<file path="config.mk">
export PLATFORM = sky130hd
export DESIGN_NAME = ifm_master
export DESIGN_NICKNAME = d
export VERILOG_FILES = /design/src/rtl/ifm_pkg.sv /design/src/rtl/ifm_fifo.sv /design/src/rtl/ifm_tick.sv /design/src/rtl/ifm_core.sv /design/src/rtl/ifm_master.sv
export SDC_FILE = /design/constraint.sdc
export NUM_CORES = 1
export LEC_CHECK = 0
export BUFFER_PORTS_ARGS = -buffer_cell sky130_fd_sc_hd__clkbuf_2
export CAP_MARGIN = 20
export CORE_MARGIN = 10
export CORE_UTILIZATION = 25
export CTS_BUF_LIST = sky130_fd_sc_hd__clkbuf_4
export CTS_CLUSTER_DIAMETER = 100
export CTS_CLUSTER_SIZE = 14
export DETAILED_ROUTE_END_ITERATION = 16
export GPL_ROUTABILITY_DRIVEN = 0
export GPL_TIMING_DRIVEN = 0
export PLACE_DENSITY_LB_ADDON = 0.15
export SKIP_CTS_REPAIR_TIMING = 1
export SLEW_MARGIN = 20
export SYNTH_ARGS = -nofsm -noshare
export SYNTH_HDL_FRONTEND = slang
export SYNTH_HIERARCHICAL = 1
export SYNTH_SLANG_ARGS = --single-unit
</file>
<file path="constraint.sdc">
create_clock -name clk -period 3.65 [get_ports clk]
set_input_delay 0.365 -clock clk [delete_from_list [all_inputs] [get_ports clk]]
set_output_delay 0.365 -clock clk [all_outputs]
set_load 0.03 [all_outputs]
</file>
<file path="src/rtl/ifm_pkg.sv">
package ifm_pkg;

    localparam int BYTE_W = 8;

    typedef enum logic [2:0] {
        ST_IDLE,
        ST_START,
        ST_BIT,
        ST_ACK,
        ST_WAIT,
        ST_STOP
    } state_e;

    typedef enum logic [1:0] {
        RES_TX,
        RES_RX,
        RES_STOP
    } resume_e;

    typedef struct packed {
        state_e              st;
        logic [1:0]          ph;
        logic [2:0]          bitn;
        logic [BYTE_W-1:0]   sh;
        logic                rd;
        logic                adr;
        resume_e             res;
        logic                irq;
        logic                tbi;
        logic                nack;
        logic                ackb;
    } core_t;

    function automatic logic last_quarter(logic [1:0] ph);
        return ph == 2'd3;
    endfunction

endpackage

</file>
<file path="src/rtl/ifm_fifo.sv">
module ifm_fifo #(
    parameter int W     = 8,
    parameter int DEPTH = 8
) (
    input  logic         clk,
    input  logic         rst,
    input  logic         push,
    input  logic [W-1:0] wdata,
    input  logic         pop,
    output logic [W-1:0] rdata,
    output logic         full,
    output logic         empty
);
    localparam int AW = (DEPTH > 1) ? $clog2(DEPTH) : 1;
    localparam int CW = $clog2(DEPTH + 1);

    logic [W-1:0]  mem [DEPTH];
    logic [AW-1:0] wp, rp;
    logic [CW-1:0] cnt;
    logic          do_push, do_pop;

    assign full    = (cnt == CW'(DEPTH));
    assign empty   = (cnt == '0);
    assign do_push = push && !full;
    assign do_pop  = pop && !empty;
    assign rdata   = mem[rp];

    always_ff @(posedge clk) begin
        if (do_push) mem[wp] <= wdata;
    end

    always_ff @(posedge clk) begin
        if (rst) begin
            wp  <= '0;
            rp  <= '0;
            cnt <= '0;
        end else begin
            if (do_push) wp <= (wp == AW'(DEPTH - 1)) ? '0 : wp + AW'(1);
            if (do_pop)  rp <= (rp == AW'(DEPTH - 1)) ? '0 : rp + AW'(1);
            case ({do_push, do_pop})
                2'b10:   cnt <= cnt + CW'(1);
                2'b01:   cnt <= cnt - CW'(1);
                default: cnt <= cnt;
            endcase
        end
    end
endmodule

</file>
<file path="src/rtl/ifm_tick.sv">
module ifm_tick #(
    parameter int DIV_W = 8
) (
    input  logic             clk,
    input  logic             rst,
    input  logic [DIV_W-1:0] div,
    output logic             tick
);
    logic [DIV_W-1:0] cnt;

    assign tick = (cnt >= div);

    always_ff @(posedge clk) begin
        if (rst)       cnt <= '0;
        else if (tick) cnt <= '0;
        else           cnt <= cnt + DIV_W'(1);
    end
endmodule

</file>
<file path="src/rtl/ifm_core.sv">
module ifm_core
    import ifm_pkg::*;
#(
    parameter int RCW = 4
) (
    input  logic              clk,
    input  logic              rst,
    input  logic              tick,
    input  logic              go,
    input  logic              wsel,
    input  logic              fifo_on,
    input  logic              irq_clr,
    input  logic [RCW-1:0]    rd_len,
    input  logic              tx_empty,
    input  logic [BYTE_W-1:0] tx_data,
    output logic              tx_pop,
    output logic              rx_push,
    output logic [BYTE_W-1:0] rx_byte,
    input  logic              sda_in,
    output logic              scl_out,
    output logic              sda_out,
    output logic              irq,
    output logic              tbi,
    output logic              nack,
    output logic              busy,
    output state_e            state
);
    core_t          r, n;
    logic [RCW-1:0] rem, n_rem;
    logic           go_q;
    logic           txing, do_tx, do_rx;

    assign txing   = r.adr | ~r.rd;
    assign rx_byte = r.sh;
    assign irq     = r.irq;
    assign tbi     = r.tbi;
    assign nack    = r.nack;
    assign busy    = (r.st != ST_IDLE);
    assign state   = r.st;

    always_comb begin
        n       = r;
        n_rem   = rem;
        tx_pop  = 1'b0;
        rx_push = 1'b0;
        do_tx   = 1'b0;
        do_rx   = 1'b0;
        n.irq   = r.irq & ~irq_clr;
        case (r.st)
            ST_IDLE: begin
                n.tbi = 1'b0;
                if (go && !go_q && !tx_empty) begin
                    tx_pop = 1'b1;
                    n.sh   = tx_data;
                    n.rd   = tx_data[0];
                    n.adr  = 1'b1;
                    n.irq  = 1'b0;
                    n.nack = 1'b0;
                    n.st   = ST_START;
                    n.ph   = 2'd0;
                    n_rem  = rd_len;
                end
            end
            default: if (tick) begin
                case (r.st)
                    ST_START: begin
                        if (last_quarter(r.ph)) begin
                            n.st   = ST_BIT;
                            n.ph   = 2'd0;
                            n.bitn = 3'd7;
                        end else n.ph = r.ph + 2'd1;
                    end
                    ST_BIT: begin
                        if (r.ph == 2'd2 && !txing) n.sh = {r.sh[BYTE_W-2:0], sda_in};
                        if (last_quarter(r.ph)) begin
                            if (txing) n.sh = {r.sh[BYTE_W-2:0], 1'b0};
                            n.ph = 2'd0;
                            if (r.bitn == 3'd0) n.st = ST_ACK;
                            else                n.bitn = r.bitn - 3'd1;
                        end else n.ph = r.ph + 2'd1;
                    end
                    ST_ACK: begin
                        if (r.ph == 2'd2 && txing) n.ackb = sda_in;
                        if (last_quarter(r.ph)) begin
                            n.ph = 2'd0;
                            if (txing) begin
                                n.nack = r.ackb;
                                n.adr  = 1'b0;
                                if (r.adr && r.rd) begin
                                    if (r.ackb) begin
                                        n.irq = 1'b1; n.st = ST_WAIT; n.res = RES_STOP;
                                    end else if (!fifo_on || wsel) begin
                                        n.irq = 1'b1; n.st = ST_WAIT; n.res = RES_RX;
                                    end else do_rx = 1'b1;
                                end else if (r.ackb || wsel || (r.adr && !fifo_on)) begin
                                    n.irq = 1'b1; n.st = ST_WAIT; n.res = RES_TX;
                                end else do_tx = 1'b1;
                            end else begin
                                rx_push = 1'b1;
                                n_rem   = rem - RCW'(1);
                                if (rem <= RCW'(1)) n.st = ST_STOP;
                                else if (wsel) begin
                                    n.irq = 1'b1; n.st = ST_WAIT; n.res = RES_RX;
                                end else do_rx = 1'b1;
                            end
                        end else n.ph = r.ph + 2'd1;
                    end
                    ST_WAIT: begin
                        n.ph = 2'd0;
                        if (!go) begin
                            n.st  = ST_STOP;
                            n.tbi = 1'b0;
                        end else if (!r.irq) begin
                            case (r.res)
                                RES_TX:  do_tx = 1'b1;
                                RES_RX:  do_rx = 1'b1;
                                default: n.st  = ST_STOP;
                            endcase
                        end
                    end
                    ST_STOP: begin
                        if (last_quarter(r.ph)) begin
                            n.st = ST_IDLE;
                            n.ph = 2'd0;
                        end else n.ph = r.ph + 2'd1;
                    end
                    default: n.st = ST_IDLE;
                endcase
            end
        endcase
        if (do_tx) begin
            if (!tx_empty) begin
                tx_pop = 1'b1;
                n.sh   = tx_data;
                n.tbi  = 1'b0;
                n.st   = ST_BIT;
                n.ph   = 2'd0;
                n.bitn = 3'd7;
            end else begin
                n.tbi = 1'b1;
                n.st  = ST_WAIT;
                n.res = RES_TX;
            end
        end
        if (do_rx) begin
            if (n_rem == '0) n.st = ST_STOP;
            else begin
                n.st   = ST_BIT;
                n.ph   = 2'd0;
                n.bitn = 3'd7;
            end
        end
    end

    always_comb begin
        case (r.st)
            ST_START: begin scl_out = (r.ph != 2'd3); sda_out = (r.ph == 2'd0); end
            ST_BIT:   begin scl_out = r.ph[1]; sda_out = txing ? r.sh[BYTE_W-1] : 1'b1; end
            ST_ACK:   begin scl_out = r.ph[1]; sda_out = txing ? 1'b1 : (rem == RCW'(1)); end
            ST_WAIT:  begin scl_out = 1'b0; sda_out = 1'b1; end
            ST_STOP:  begin scl_out = (r.ph != 2'd0); sda_out = (r.ph == 2'd3); end
            default:  begin scl_out = 1'b1; sda_out = 1'b1; end
        endcase
    end

    always_ff @(posedge clk) begin
        if (rst) begin
            r      <= '{st: ST_IDLE, res: RES_TX, default: '0};
            rem    <= '0;
            go_q   <= 1'b0;
        end else begin
            r      <= n;
            rem    <= n_rem;
            go_q   <= go;
        end
    end
endmodule

</file>
<file path="src/rtl/ifm_master.sv">
module ifm_master
    import ifm_pkg::*;
#(
    parameter int TX_DEPTH = 8,
    parameter int RX_DEPTH = 8,
    parameter int DIV_W    = 8,
    parameter int RCW      = 4
) (
    input  logic              clk,
    input  logic              rst,
    input  logic [DIV_W-1:0]  clk_div,
    input  logic              fifo_on,
    input  logic              wsel,
    input  logic              go,
    input  logic              irq_clr,
    input  logic [RCW-1:0]    rd_len,
    input  logic              tx_push,
    input  logic [BYTE_W-1:0] tx_data,
    output logic              tx_full,
    input  logic              rx_pop,
    output logic [BYTE_W-1:0] rx_data,
    output logic              rx_empty,
    output logic              scl_out,
    output logic              sda_out,
    input  logic              sda_in,
    output logic              irq,
    output logic              tbi,
    output logic              nack,
    output logic              busy
);
    logic              tick;
    logic              tx_empty, tx_pop, rx_push, rx_full_unused;
    logic [BYTE_W-1:0] tx_head, rx_byte;
    state_e            core_state;

    ifm_fifo #(.W(BYTE_W), .DEPTH(TX_DEPTH)) u_txq (
        .clk(clk), .rst(rst), .push(tx_push), .wdata(tx_data), .pop(tx_pop),
        .rdata(tx_head), .full(tx_full), .empty(tx_empty)
    );

    ifm_fifo #(.W(BYTE_W), .DEPTH(RX_DEPTH)) u_rxq (
        .clk(clk), .rst(rst), .push(rx_push), .wdata(rx_byte), .pop(rx_pop),
        .rdata(rx_data), .full(rx_full_unused), .empty(rx_empty)
    );

    ifm_tick #(.DIV_W(DIV_W)) u_tick (
        .clk(clk), .rst(rst), .div(clk_div), .tick(tick)
    );

    ifm_core #(.RCW(RCW)) u_core (
        .clk(clk), .rst(rst), .tick(tick), .go(go), .wsel(wsel),
        .fifo_on(fifo_on), .irq_clr(irq_clr), .rd_len(rd_len),
        .tx_empty(tx_empty), .tx_data(tx_head), .tx_pop(tx_pop),
        .rx_push(rx_push), .rx_byte(rx_byte), .sda_in(sda_in),
        .scl_out(scl_out), .sda_out(sda_out), .irq(irq), .tbi(tbi),
        .nack(nack), .busy(busy), .state(core_state)
    );
endmodule

</file>
==> results.py, run 1 <==
metrics = {
    "routing": {
        "wl_per_cell_um": 16.89,
        "vias": 5586,
        "drt-total-wl_um": 20910,
        "drt_iter0_drc": 218,
        "ant_nets": 0,
        "viasPerCell": 4.512,
        "drt-pass1-iter-count": 5,
        "drc": 0,
    },
    "place": {
        "numPortBuffers": 44,
        "place_inst": 1195,
        "hpwl_um": 15000,
    },
    "sta": {
        "setup-tns-final_ns": 0,
        "fmax_ghz": 0.2865,
        "final_hold_viol_count": 0,
        "fin_crit_sh_pct": 95.64,
        "post-route-min-period_ns": 3.491,
        "fin_skew_ns": 0.01829,
        "drv_slew": 0,
        "worstMarginPinSlew_ns": 0.9194,
        "setup_violations": 0,
        "slew_headroom_pct": 38.48,
    },
    "yosys": {
        "synth_cells": 682,
        "synth_area_per_cell_sq_um": 13.20,
        "syn_nets": 741,
        "yosys_warnings": 6,
        "syn_area_sq_um": 9001,
    },
    "floorplanning": {
        "start_util_pct": 25.31,
        "die_w_um": 209.8,
        "die-area_sq_um": 44000,
        "core-area_sq_um": 35570,
        "floorplan.die.height_um": 209.8,
        "row_count": 69,
        "io-pin-count": 45,
    },
    "finish": {
        "nets": 821,
        "drive_gt1_share_pct": 24.65,
        "layout_common_cells": "128 x edfxtp_1, 59 x dfxtp_1, 52 x nor2_1",
        "layoutNonFillerInstCount": 1238,
        "final_common_cell": "edfxtp_1",
        "area_growth_pct": 15.61,
        "fillers": 3685,
    },
    "pwr": {
        "switchingPower_mw": 1.357,
        "leakage_nw": 3.753,
        "combPwrFrac_pct": 18.9,
        "swShare_pct": 30.25,
        "ir_drop_mv": 0.1772,
        "p_seq_share_pct": 55.4,
        "p_per_area_nw_per_um2": 430.9,
        "intPower_mw": 3.128,
        "pwr-share-clk_pct": 25.6,
    },
    "critical_path": {
        "cp.arrival_ns": 3.98,
        "crit_type": "reg -> reg",
        "worstPathRequired_ns": 4.14,
        "crit_fanout": 10,
        "start_kind": "flop",
        "cp-end-kind": "flop",
    },
    "clock_network": {
        "cts_buffers": 17,
        "htreeDepth": 4,
        "path_clk_slew_ns": 0.17,
        "clockRootBuffer": "clkbuf_4",
        "clock-sinks": 191,
        "cts_tree": "built",
        "clock_latency_ns": 0.58,
        "clk_path_buf_depth": 2,
    },
    "grt": {
        "antenna_found_initial": 1,
        "grt_max_degree": 19,
        "gr-total-overflow": 0,
        "grt_pass1_vias": 5736,
        "grtUsageTotal_pct": 9.547,
        "grt_pass1_wl_um": 33110,
    },
    "hold_path": {
        "min_path_type": "in -> reg",
    },
    "job": {
        "maxCapViolCount": 0,
    },
    "outcome": {
        "status": "complete, no violations",
    },
}
==> layer usage <==
layer	up-vias	GRT usage (%)	part of all wire (%)
met5	-	0	0
met4	0	2.456	1.0
met3	12	2.064	2.2
met2	49	16.15	50
met1	2757	12.05	47
li1	2768	-	-
==> final cells by class <==
class                   instances  area [sq um]  area share, %
inverters                      28         105.1          1.010
flip-flops and latches        191          5112          49.13
multi-input cells             420          3684          35.40
clock buffers                  17         127.6          1.226
repair buffers                 62         355.3          3.415
diodes                          2         5.005        0.04809
well taps                     461         576.8          5.543
plain buffers                  42         290.3          2.789
clock inverters                15         150.1          1.443
==> flip-flops by register name, indices dropped and copies added, names as in the netlist, named ones only <==
signal,flops
u_core/go_q,1
u_core/irq,1
u_core/nack,1
u_core/r,10
u_core/rem,4
u_core/rx_byte,8
u_core/state,3
u_core/tbi,1
u_rxq/cnt,4
u_rxq/mem,64
u_rxq/rp,3
u_rxq/wp,3
u_tick/cnt,8
u_txq/cnt,4
u_txq/mem,64
u_txq/rp,3
u_txq/wp,3
==> power by group through the flow <==
stage                     clock (mW)  sequential (mW)  combinational (mW)
after global routing            1.30             2.50               0.942
after floorplan                    0             2.51               0.576
after CTS                       1.21             2.48               0.800
final                           1.15             2.49               0.850
after global placement             0             2.53               0.797
after detailed placement           0             2.53               0.796
==> critical path: stages (launching register included) <==
cell,delay (ns)
dfxtp_1,0.36
buf_2,0.23
nor4_4,0.09
or3b_4,0.45
or2_2,0.38
clkbuf_4,0.24
nand2_4,0.16
o41ai_4,0.13
inv_2,0.12
ha_1,0.23
buf_2,0.18
nor4b_2,0.28
a41oi_1,0.09
o41ai_2,0.09
mux2_2,0.37
==> final timing paths <==
path | startpoint | to | slack [ns] | depth (start not counted)
max | u_txq/cnt[0] | u_txq/cnt[3] | 0.16 | 14
min | tx_data[3] | u_txq/mem[7][3] | 0.06 | 1
max reg2reg | u_txq/cnt[0] | u_txq/cnt[3] | 0.16 | 14
min reg2reg | u_tick/cnt[0] | u_tick/cnt[0] | 0.47 | 1
==> stage by stage <==
| step | util (%) | power (mW) | setup slack [ns] | cell area (sq um) | hold WS, ns |
|---|---|---|---|---|---|
| detailed placement | 27.85 | 3.328 | -1.099 | 9906 | 0.4783 |
| global placement | 27.55 | 3.329 | -1.536 | 9798 | 0.4725 |
| finish | 29.26 | 4.484 | 0.1590 | 10410 | 0.05772 |
| global route | 29.26 | 4.744 | -0.05609 | 10410 | 0.0001306 |
| floorplan | - | 3.085 | 0.1062 | 9001 | 0.4489 |
| CTS | 28.63 | 4.499 | -1.130 | 10180 | -0.02440 |
Power figures use the tool's default switching activity.
==> run 2: changes to the inputs <==
- BUFFER_PORTS_ARGS: -buffer_cell sky130_fd_sc_hd__clkbuf_2 -> -buffer_cell sky130_fd_sc_hd__buf_2
==> run 2 against run 1 <==
  * Count of clock-buffer cells in the layout is the same
  * Sequential cell count is the same
  * Clock power up 8%
  * Global-route usage shrank 0.092 points
  * Critical endpoint is now u_rxq/cnt[3]
  * Critical path type unchanged
  * Sequential share of layout area down 0.55 points
  * Design area rose by 1.2%
  * Maximum frequency up 0.71%
  * Total power is 2.4% higher
==> results.py, run 2 (same netlist as run 1, synthesis figures left out) <==
metrics = {
    "grt": {
        "antenna_found_initial": 1,
        "grt_pass1_vias": 5767,
        "grt_max_degree": 23,
        "grt_pass1_wl_um": 33010,
        "grtUsageTotal_pct": 9.455,
        "gr-total-overflow": 0,
    },
    "sta": {
        "fin_skew_ns": 0.02903,
        "final_hold_viol_count": 0,
        "drv_slew": 0,
        "slew_headroom_pct": 34.33,
        "fmax_ghz": 0.2885,
        "post-route-min-period_ns": 3.467,
        "fin_crit_sh_pct": 94.97,
        "setup-tns-final_ns": 0,
        "setup_violations": 0,
        "grt_setup_unrepaired": "no",
        "worstMarginPinSlew_ns": 0.9814,
        "fin_hold_ws_ns": 0.05917,
    },
    "pwr": {
        "ir_drop_mv": 0.1989,
        "leakage_nw": 3.803,
        "p_per_area_nw_per_um2": 436.3,
        "finalPower_mw": 4.593,
    },
    "routing": {
        "ant_nets": 0,
        "vias": 5683,
        "wl_per_cell_um": 16.77,
        "drc": 0,
        "drt-total-wl_um": 20910,
        "viasPerCell": 4.557,
        "drt-pass1-iter-count": 5,
        "drt_iter0_drc": 242,
    },
    "critical_path": {
        "cp_top_family": "compound AO/OA/AOI/OAI gates",
        "worstPathCellList": "ha_1 > or4_4 > a21oi_4 > o31ai_4 > buf_6 > nand3_2 > inv_2 > a21bo_1 > buf_4 > ha_1 > mux2_2 > o41ai_1 > mux2_2",
        "path_buf_inv": 3,
        "r2r_setup_slack_ns": 0.18,
        "reg2reg_from": "u_tick/cnt[4]",
        "cp.arrival_ns": 3.94,
        "worstPathRequired_ns": 4.12,
        "startpoint": "u_tick/cnt[4]",
        "cp-end-kind": "flop",
        "crit_type": "reg -> reg",
        "crit_slowest_cell": "or4_4",
        "crit_fanout": 11,
        "max_stage_delay_ns": 0.55,
        "r2r_end": "u_rxq/cnt[3]",
        "r2r_cells": 13,
        "start_kind": "flop",
    },
    "place": {
        "place_inst": 1195,
        "numPortBuffers": 44,
        "hpwl_um": 14880,
    },
    "hold_path": {
        "hold_path.startpoint": "tx_data[4]",
        "min_delay_path_depth": 1,
        "min_path_type": "in -> reg",
        "min_to": "u_txq/mem[0][4]",
    },
    "floorplanning": {
        "io-pin-count": 45,
        "core-area_sq_um": 35570,
        "row_count": 69,
        "floorplan.die.height_um": 209.8,
        "start_util_pct": 25.31,
        "die_w_um": 209.8,
        "die-area_sq_um": 44000,
    },
    "clock_network": {
        "clk_path_buf_depth": 2,
        "clockRootBuffer": "clkbuf_4",
        "clock-sinks": 191,
        "htreeDepth": 4,
        "path_clk_slew_ns": 0.19,
        "cts_buffers": 17,
        "clock_latency_ns": 0.58,
        "cts_tree": "built",
    },
    "finish": {
        "top_regs": "u_rxq/mem (64), u_txq/mem (64), u_core/r (10)",
        "layoutNonFillerInstCount": 1247,
        "area_growth_pct": 16.96,
        "nets": 830,
        "layout_common_cells": "128 x edfxtp_1, 60 x dfxtp_1, 52 x buf_2, 52 x nor2_1, 41 x nand2_1",
        "drive_gt1_share_pct": 25.13,
        "post-route-util_pct": 29.60,
        "final_common_cell": "edfxtp_1",
    },
    "job": {
        "maxCapViolCount": 0,
    },
    "outcome": {
        "status": "complete, no violations",
    },
}
## run 2: routing by layer
layer  track usage, %  share of wire (%)  up-vias
met5                0                  0        -
met4            2.778                1.5        0
met3            1.707                2.7       17
met2            15.72                 49       72
met1            12.24                 47     2799
li1                 -                  -     2795
## run 2: final cells by class
class	instances	area, sq um
Buffer	42	295.3
Clock buffer	17	127.6
Multi-Input combinational cell	420	3680
Antenna cell	2	5.005
Sequential cell	191	5114
Timing Repair Buffer	71	427.9
Clock inverter	15	196.4
Fill cell	3711	25040
Inverter	28	105.1
Tap cell	461	576.8
## run 2: worst max path at each step
stage | depth (start not counted) | slack, ns | to
4_1_cts | 15 | -1.10 | u_txq/cnt[3]
6_report | 13 | 0.18 | u_rxq/cnt[3]
2_1_floorplan | 16 | 0.11 | u_rxq/cnt[3]
3_5_place_dp | 15 | -1.07 | u_txq/cnt[3]
5_1_grt | 13 | 0.007 | u_rxq/cnt[3]
3_3_place_gp | 12 | -1.52 | u_rxq/mem[0][5]
## run 2: worst register-to-register path: cells and delay by family, from the launching register on
family	cells	cell delay, ns
flops	1	0.38
buf+inv	3	0.40
mux	2	0.72
simple gates	2	0.64
compound gates	4	0.73
fa+ha+maj	2	0.49
## run 2: metrics by stage
step                cell area [sq um]  setup slack [ns]
floorplan                        9001            0.1062
global placement                 9798            -1.518
detailed placement               9906            -1.071
CTS                             10230            -1.101
global route                    10530          0.006675
finish                          10530            0.1835
## run 2: power breakdown
| group | switching (mW) | internal (mW) |
|---|---|---|
| registers | 0.0688 | 2.42 |
| clock network | 0.890 | 0.346 |
| logic | 0.506 | 0.367 |
